===== src/rtl/gain_env_pkg.sv =====
package gain_env_pkg;

    localparam int unsigned GAIN_W   = 6;
    localparam int unsigned MSPD_W   = 8;
    localparam int unsigned CTRL_W   = GAIN_W + 2;
    localparam int unsigned DIV_SLOW = 8;
    localparam int unsigned DIV_FAST = 2;
    localparam int unsigned GAIN_CAP = 32;
    localparam int unsigned TMR_W    = GAIN_W + MSPD_W + $clog2(DIV_SLOW);

    typedef logic [GAIN_W-1:0] gain_t;
    typedef logic [MSPD_W-1:0] mspd_t;
    typedef logic [TMR_W-1:0]  tcount_t;

    // control byte as seen by the ramp
    typedef struct packed {
        logic  direct;   // 1: envelope off, value loaded as gain
        logic  rise;     // 1: ramp up, 0: ramp down
        gain_t val;      // speed, and gain when direct
    } env_ctrl_t;

    typedef enum logic [1:0] {
        TMR_RESTART = 2'd0,
        TMR_FREEZE  = 2'd1,
        TMR_RUN     = 2'd2
    } tmr_mode_e;

    // last count value of a period: div*(spd+1)*(mst+1) - 1
    function automatic tcount_t period_last(gain_t spd, mspd_t mst, logic fast);
        int unsigned p;
        p = (32'(spd) + 32'd1) * (32'(mst) + 32'd1) * (fast ? DIV_FAST : DIV_SLOW);
        return TMR_W'(p - 32'd1);
    endfunction

    // one ramp step with saturation
    function automatic gain_t ramp_step(gain_t g, logic rise);
        if (rise)
            return (g < gain_t'(GAIN_CAP)) ? g + gain_t'(1) : g;
        else
            return (g != '0) ? g - gain_t'(1) : g;
    endfunction

endpackage


===== src/rtl/env_timer.sv =====
module env_timer
    import gain_env_pkg::*;
(
    input  logic      clk,
    input  logic      rst,
    input  tmr_mode_e mode,
    input  tcount_t   last,
    output logic      expire
);

    tcount_t count_q;

    // >= keeps the counter bounded when the period shrinks mid-count
    assign expire = (mode == TMR_RUN) && (count_q >= last);

    always_ff @(posedge clk) begin
        if (rst) begin
            count_q <= '0;
        end else begin
            case (mode)
                TMR_RESTART: count_q <= '0;
                TMR_FREEZE:  count_q <= count_q;
                TMR_RUN:     count_q <= expire ? '0 : count_q + tcount_t'(1);
                default:     count_q <= '0;
            endcase
        end
    end

endmodule


===== src/rtl/env_ramp.sv =====
module env_ramp
    import gain_env_pkg::*;
(
    input  logic      clk,
    input  logic      rst,
    input  logic      load,
    input  env_ctrl_t ctrl_in,
    input  logic      step,
    output gain_t     gain,
    output gain_t     speed
);

    env_ctrl_t cfg_q;
    gain_t     gain_q;

    always_ff @(posedge clk) begin
        if (rst) begin
            cfg_q  <= '0;
            gain_q <= '0;
        end else if (load) begin
            cfg_q <= ctrl_in;
            if (ctrl_in.direct)
                gain_q <= ctrl_in.val;
        end else if (step && !cfg_q.direct) begin
            gain_q <= ramp_step(gain_q, cfg_q.rise);
        end
    end

    assign gain  = gain_q;
    assign speed = cfg_q.val;

endmodule


===== src/rtl/gain_ramp_env.sv =====
module gain_ramp_env
    import gain_env_pkg::*;
(
    input  logic              clk,
    input  logic              rst,
    input  logic              wr_en,
    input  logic [CTRL_W-1:0] wr_data,
    input  logic [MSPD_W-1:0] master_speed,
    input  logic              env_disable,
    input  logic              speed_x4,
    input  logic              wave_halt,
    output logic [GAIN_W-1:0] gain,
    output logic [CTRL_W-1:0] gain_rd,
    output logic              tick
);

    tmr_mode_e tmr_mode;
    tcount_t   tmr_last;
    logic      expire;
    gain_t     speed;
    gain_t     gain_w;
    logic      tick_q;

    // restart has priority over freeze
    always_comb begin
        if (wr_en || env_disable || (master_speed == '0))
            tmr_mode = TMR_RESTART;
        else if (wave_halt)
            tmr_mode = TMR_FREEZE;
        else
            tmr_mode = TMR_RUN;
    end

    assign tmr_last = period_last(speed, master_speed, speed_x4);

    env_timer i_timer (
        .clk    (clk),
        .rst    (rst),
        .mode   (tmr_mode),
        .last   (tmr_last),
        .expire (expire)
    );

    env_ramp i_ramp (
        .clk     (clk),
        .rst     (rst),
        .load    (wr_en),
        .ctrl_in (env_ctrl_t'(wr_data)),
        .step    (expire),
        .gain    (gain_w),
        .speed   (speed)
    );

    always_ff @(posedge clk) begin
        if (rst) tick_q <= 1'b0;
        else     tick_q <= expire;
    end

    assign gain    = gain_w;
    assign gain_rd = {2'b01, gain_w};
    assign tick    = tick_q;

endmodule


===== config.mk =====
export PLATFORM = sky130hd
export DESIGN_NAME = gain_ramp_env
export DESIGN_NICKNAME = d
export VERILOG_FILES = /design/src/rtl/gain_env_pkg.sv /design/src/rtl/env_timer.sv /design/src/rtl/env_ramp.sv /design/src/rtl/gain_ramp_env.sv
export SDC_FILE = /design/constraint.sdc
export NUM_CORES = 1
export LEC_CHECK = 0
export ABC_AREA = 1
export CAP_MARGIN = 20
export CELL_PAD_IN_SITES_DETAIL_PLACEMENT = 0
export CELL_PAD_IN_SITES_GLOBAL_PLACEMENT = 1
export CORE_ASPECT_RATIO = 1.5
export CORE_MARGIN = 5
export CORE_UTILIZATION = 40
export CTS_BUF_LIST = sky130_fd_sc_hd__clkbuf_8
export DETAILED_ROUTE_END_ITERATION = 16
export GPL_TIMING_DRIVEN = 0
export PLACE_DENSITY = 0.77
export SYNTH_ARGS = -nofsm -noshare
export SYNTH_HDL_FRONTEND = slang
export SYNTH_SLANG_ARGS = --single-unit

===== constraint.sdc =====
create_clock -name clk -period 11.9 [get_ports clk]
set_clock_uncertainty 0.05 [all_clocks]
set_input_delay 1.785 -clock clk [delete_from_list [all_inputs] [get_ports clk]]
set_output_delay 1.785 -clock clk [all_outputs]
set_load 0.01 [all_outputs]

==> flow_summary.yaml <==
power_and_ir_drop:
  p_int_mw: 0.544
  switchingPower_mw: 0.561
  pwr-share-seq_pct: 10.4
  pwr-share-clk_pct: 10.5
  vdd_drop_max_mv: 0.138
  power_mw: 1.10
  comb_power_share_pct: 79.1
  switching_share_pct: 50.8
  powerDensity_nw_per_um2: 172
  power.static_leakage_nw: 3.36
floorplanning:
  fp.dieArea_um2: 16900
  core_um2: 14100
  rows: 53
  die_height_um: 157
  die_w_um: 108
  start_util_pct: 40.9
  io_pins: 37
clocking:
  clock_latency_ns: 0.29
  clock_sinks: 32
  hold_buffers: 0
  clockBufferDepth: 2
  clkTransAtPathRegs_ns: 0.07
  postCtsResizedCells: 0
  cts_max_level: 2
  cts-root-buf: "clkbuf_8"
  postCtsSetupBuffers: 0
  cts_tree: "yes"
  numCtsBuffers: 5
setup_path:
  crit_fanout: 10
  crit_type: "in2reg"
  crit_slowest_cell: "fa_1"
  cp.required_ns: 12.04
  critPathCaptureType: "flip-flop"
  cpPeakStageDelay_ns: 0.55
  crit_arrival_ns: 10.34
  start_kind: "primary input"
  critPathMostFrequentCell: "nand2_1"
synthesis:
  syn-cell-area_um2: 5750
  yosys.cell_types.count: 41
  yosysSeqAreaShare_pct: 11.1
  syn_inst: 834
  syn_nets: 989
  yosysWarnings: 0
  ys_ff_latch: 32
  postSynthAreaPerCell_um2: 6.90
timing:
  fin_crit_sh_pct: 85.7
  finalSetupTns_ns: 0
  slew_violations: 0
  fin_crit_ns: 10.20
  finalHoldViolCount: 0
  fmax_mhz: 98.0
  setup_viol: 0
  grt_setup_unrepaired: "false"
  worst_slack_ns: 1.70
  relSlewSlack_pct: 44.7
  tightest_slew_ns: 0.826
detailed_routing:
  vias_per_cell: 4.95
  num_vias: 5282
  wl_per_cell_um: 12.5
  drc_errors: 0
  wl_met1_um: 5280
  routed_wl_um: 13400
  antenna_left: 0
  top_layer: "met4"
  routed-wl-met3_um: 284
  first_iter_violations: 129
  route.met2.wl_um: 7420
  firstDrtPassIters: 6
cells_and_area:
  area_growth_pct: 11.9
  final_core_util_pct: 45.8
  layout_common_cells: "176 x nand2_1, 130 x inv_1, 109 x nor2_1, 95 x ha_1, 62 x a21oi_1"
  drive_gt1_share_pct: 4.69
  fillers: 1500
  n_antenna_cell: 0
  fin_nets: 1028
  final_common_cell: "nand2_1"
  design_area_um2: 6440
place:
  dp_hpwl_um: 11600
  pre_cts_slack_ns: 1.32
  gp_routability_congestion: 0.856
  detailed_place.area_um2: 6310
  portBuffers: 32
global_routing:
  track_usage_pct: 17.2
  grt_first_pass_wirelength_um: 24100
  antenna_found_initial: 0
  grt_pass1_vias: 5622
  grt_max_degree: 11
  grt_remaining_overflow: 0
job:
  maxCapViolations: 0
hold_path:
  hp-class: "reg2reg"
outcome:
  status: "finished clean"
-- sequential cells by signal, summed over array words and instances (netlist names) --
name / flops
i_ramp.gain: 6
i_ramp.cfg_q: 2
tick: 1
i_ramp.speed: 6
i_timer.count_q: 17
-- power by group through the flow --
stage	sequential [mW]	combinational, mW	clock (mW)
floorplan	0.117	0.698	0
global placement	0.117	0.855	0
detailed placement	0.117	0.875	0
CTS	0.115	0.886	0.121
global route	0.116	1.02	0.125
finish	0.115	0.874	0.116
-- cells in the mapped netlist, drive strengths merged --
master | count | share of area [%]
a21boi | 1 | 0.13
a21o | 2 | 0.26
a21oi | 62 | 5.4
a22oi | 2 | 0.26
a31o | 2 | 0.30
a31oi | 1 | 0.11
buf | 12 | 1.5
clkbuf | 9 | 0.59
clkinv | 1 | 0.065
conb | 2 | 0.13
dfxtp | 32 | 11
fa | 38 | 13
ha | 95 | 21
inv | 134 | 8.8
nand2 | 176 | 11
nand3 | 40 | 3.6
nand3b | 2 | 0.26
nand4 | 14 | 1.5
nor2 | 112 | 7.6
nor3 | 9 | 0.96
nor4 | 3 | 0.54
o2111ai | 1 | 0.15
o211a | 1 | 0.17
o211ai | 2 | 0.26
o21a | 4 | 0.52
o21ai | 18 | 1.6
o21bai | 3 | 0.39
or2 | 6 | 0.70
xnor2 | 19 | 2.9
xor2 | 31 | 4.7
-- area by class of cell --
type                    instances  area (um^2)  share of cell area (%)
plain buffers                  21          121                    1.89
clock buffers                   7         96.3                    1.50
clock inverters                 1         30.0                   0.466
inverters                     135          509                    7.91
multi-input cells             646         4480                    69.6
flip-flops and latches         32          641                    9.95
well taps                     192          240                    3.73
repair buffers                 32          320                    4.98
-- kinds of logic (layout without fill, tap and decap cells) --
logic type               after synthesis  after routing  share of synthesized area, %
adder cells (fa/ha/maj)              133            133                          33.9
AND/OR/NAND/NOR                      362            362                          26.7
flip-flops                            32             32                          11.1
XOR/XNOR                              50             50                          7.62
other                                  2              2                         0.131
buffers and inverters                156            196                          11.0
AO/OA/AOI/OAI                         99             99                          9.60
-- path summary, 6_finish.rpt --
| kind | startpoint | end | slack (ns) | cells past startpoint |
|---|---|---|---|---|
| setup reg to reg | i_ramp.speed[0] | i_ramp.gain[2] | 2.86 | 42 |
| hold reg to reg | i_ramp.cfg_q[7] | i_ramp.cfg_q[7] | 0.42 | 2 |
| hold / removal | i_ramp.cfg_q[7] | i_ramp.cfg_q[7] | 0.42 | 2 |
| setup / recovery | master_speed[0] | i_ramp.gain[2] | 1.70 | 43 |
-- routing by layer --
layer | vias to the layer above | GRT usage [%]
met5 | - | 0
met4 | 0 | 6.32
met3 | 27 | 1.40
met2 | 75 | 34.5
met1 | 2453 | 18.1
li1 | 2727 | -
-- per-stage QoR --
stage / cells / hold WS (ns)
finish: 1066 / 0.417
global placement: 1058 / 0.403
global route: 1066 / 0.439
detailed placement: 1058 / 0.408
floorplan: 834 / 0.391
CTS: 1066 / 0.418
-- worst max-delay path, delay by kind of cell --
kind            cells  cell delay [ns]
compound gates      7             1.02
xor+xnor            1             0.42
fa+ha+maj           9             3.81
buf+inv             7             1.10
simple gates       19             2.18
No activity file was read; power rests on OpenSTA's default activity.
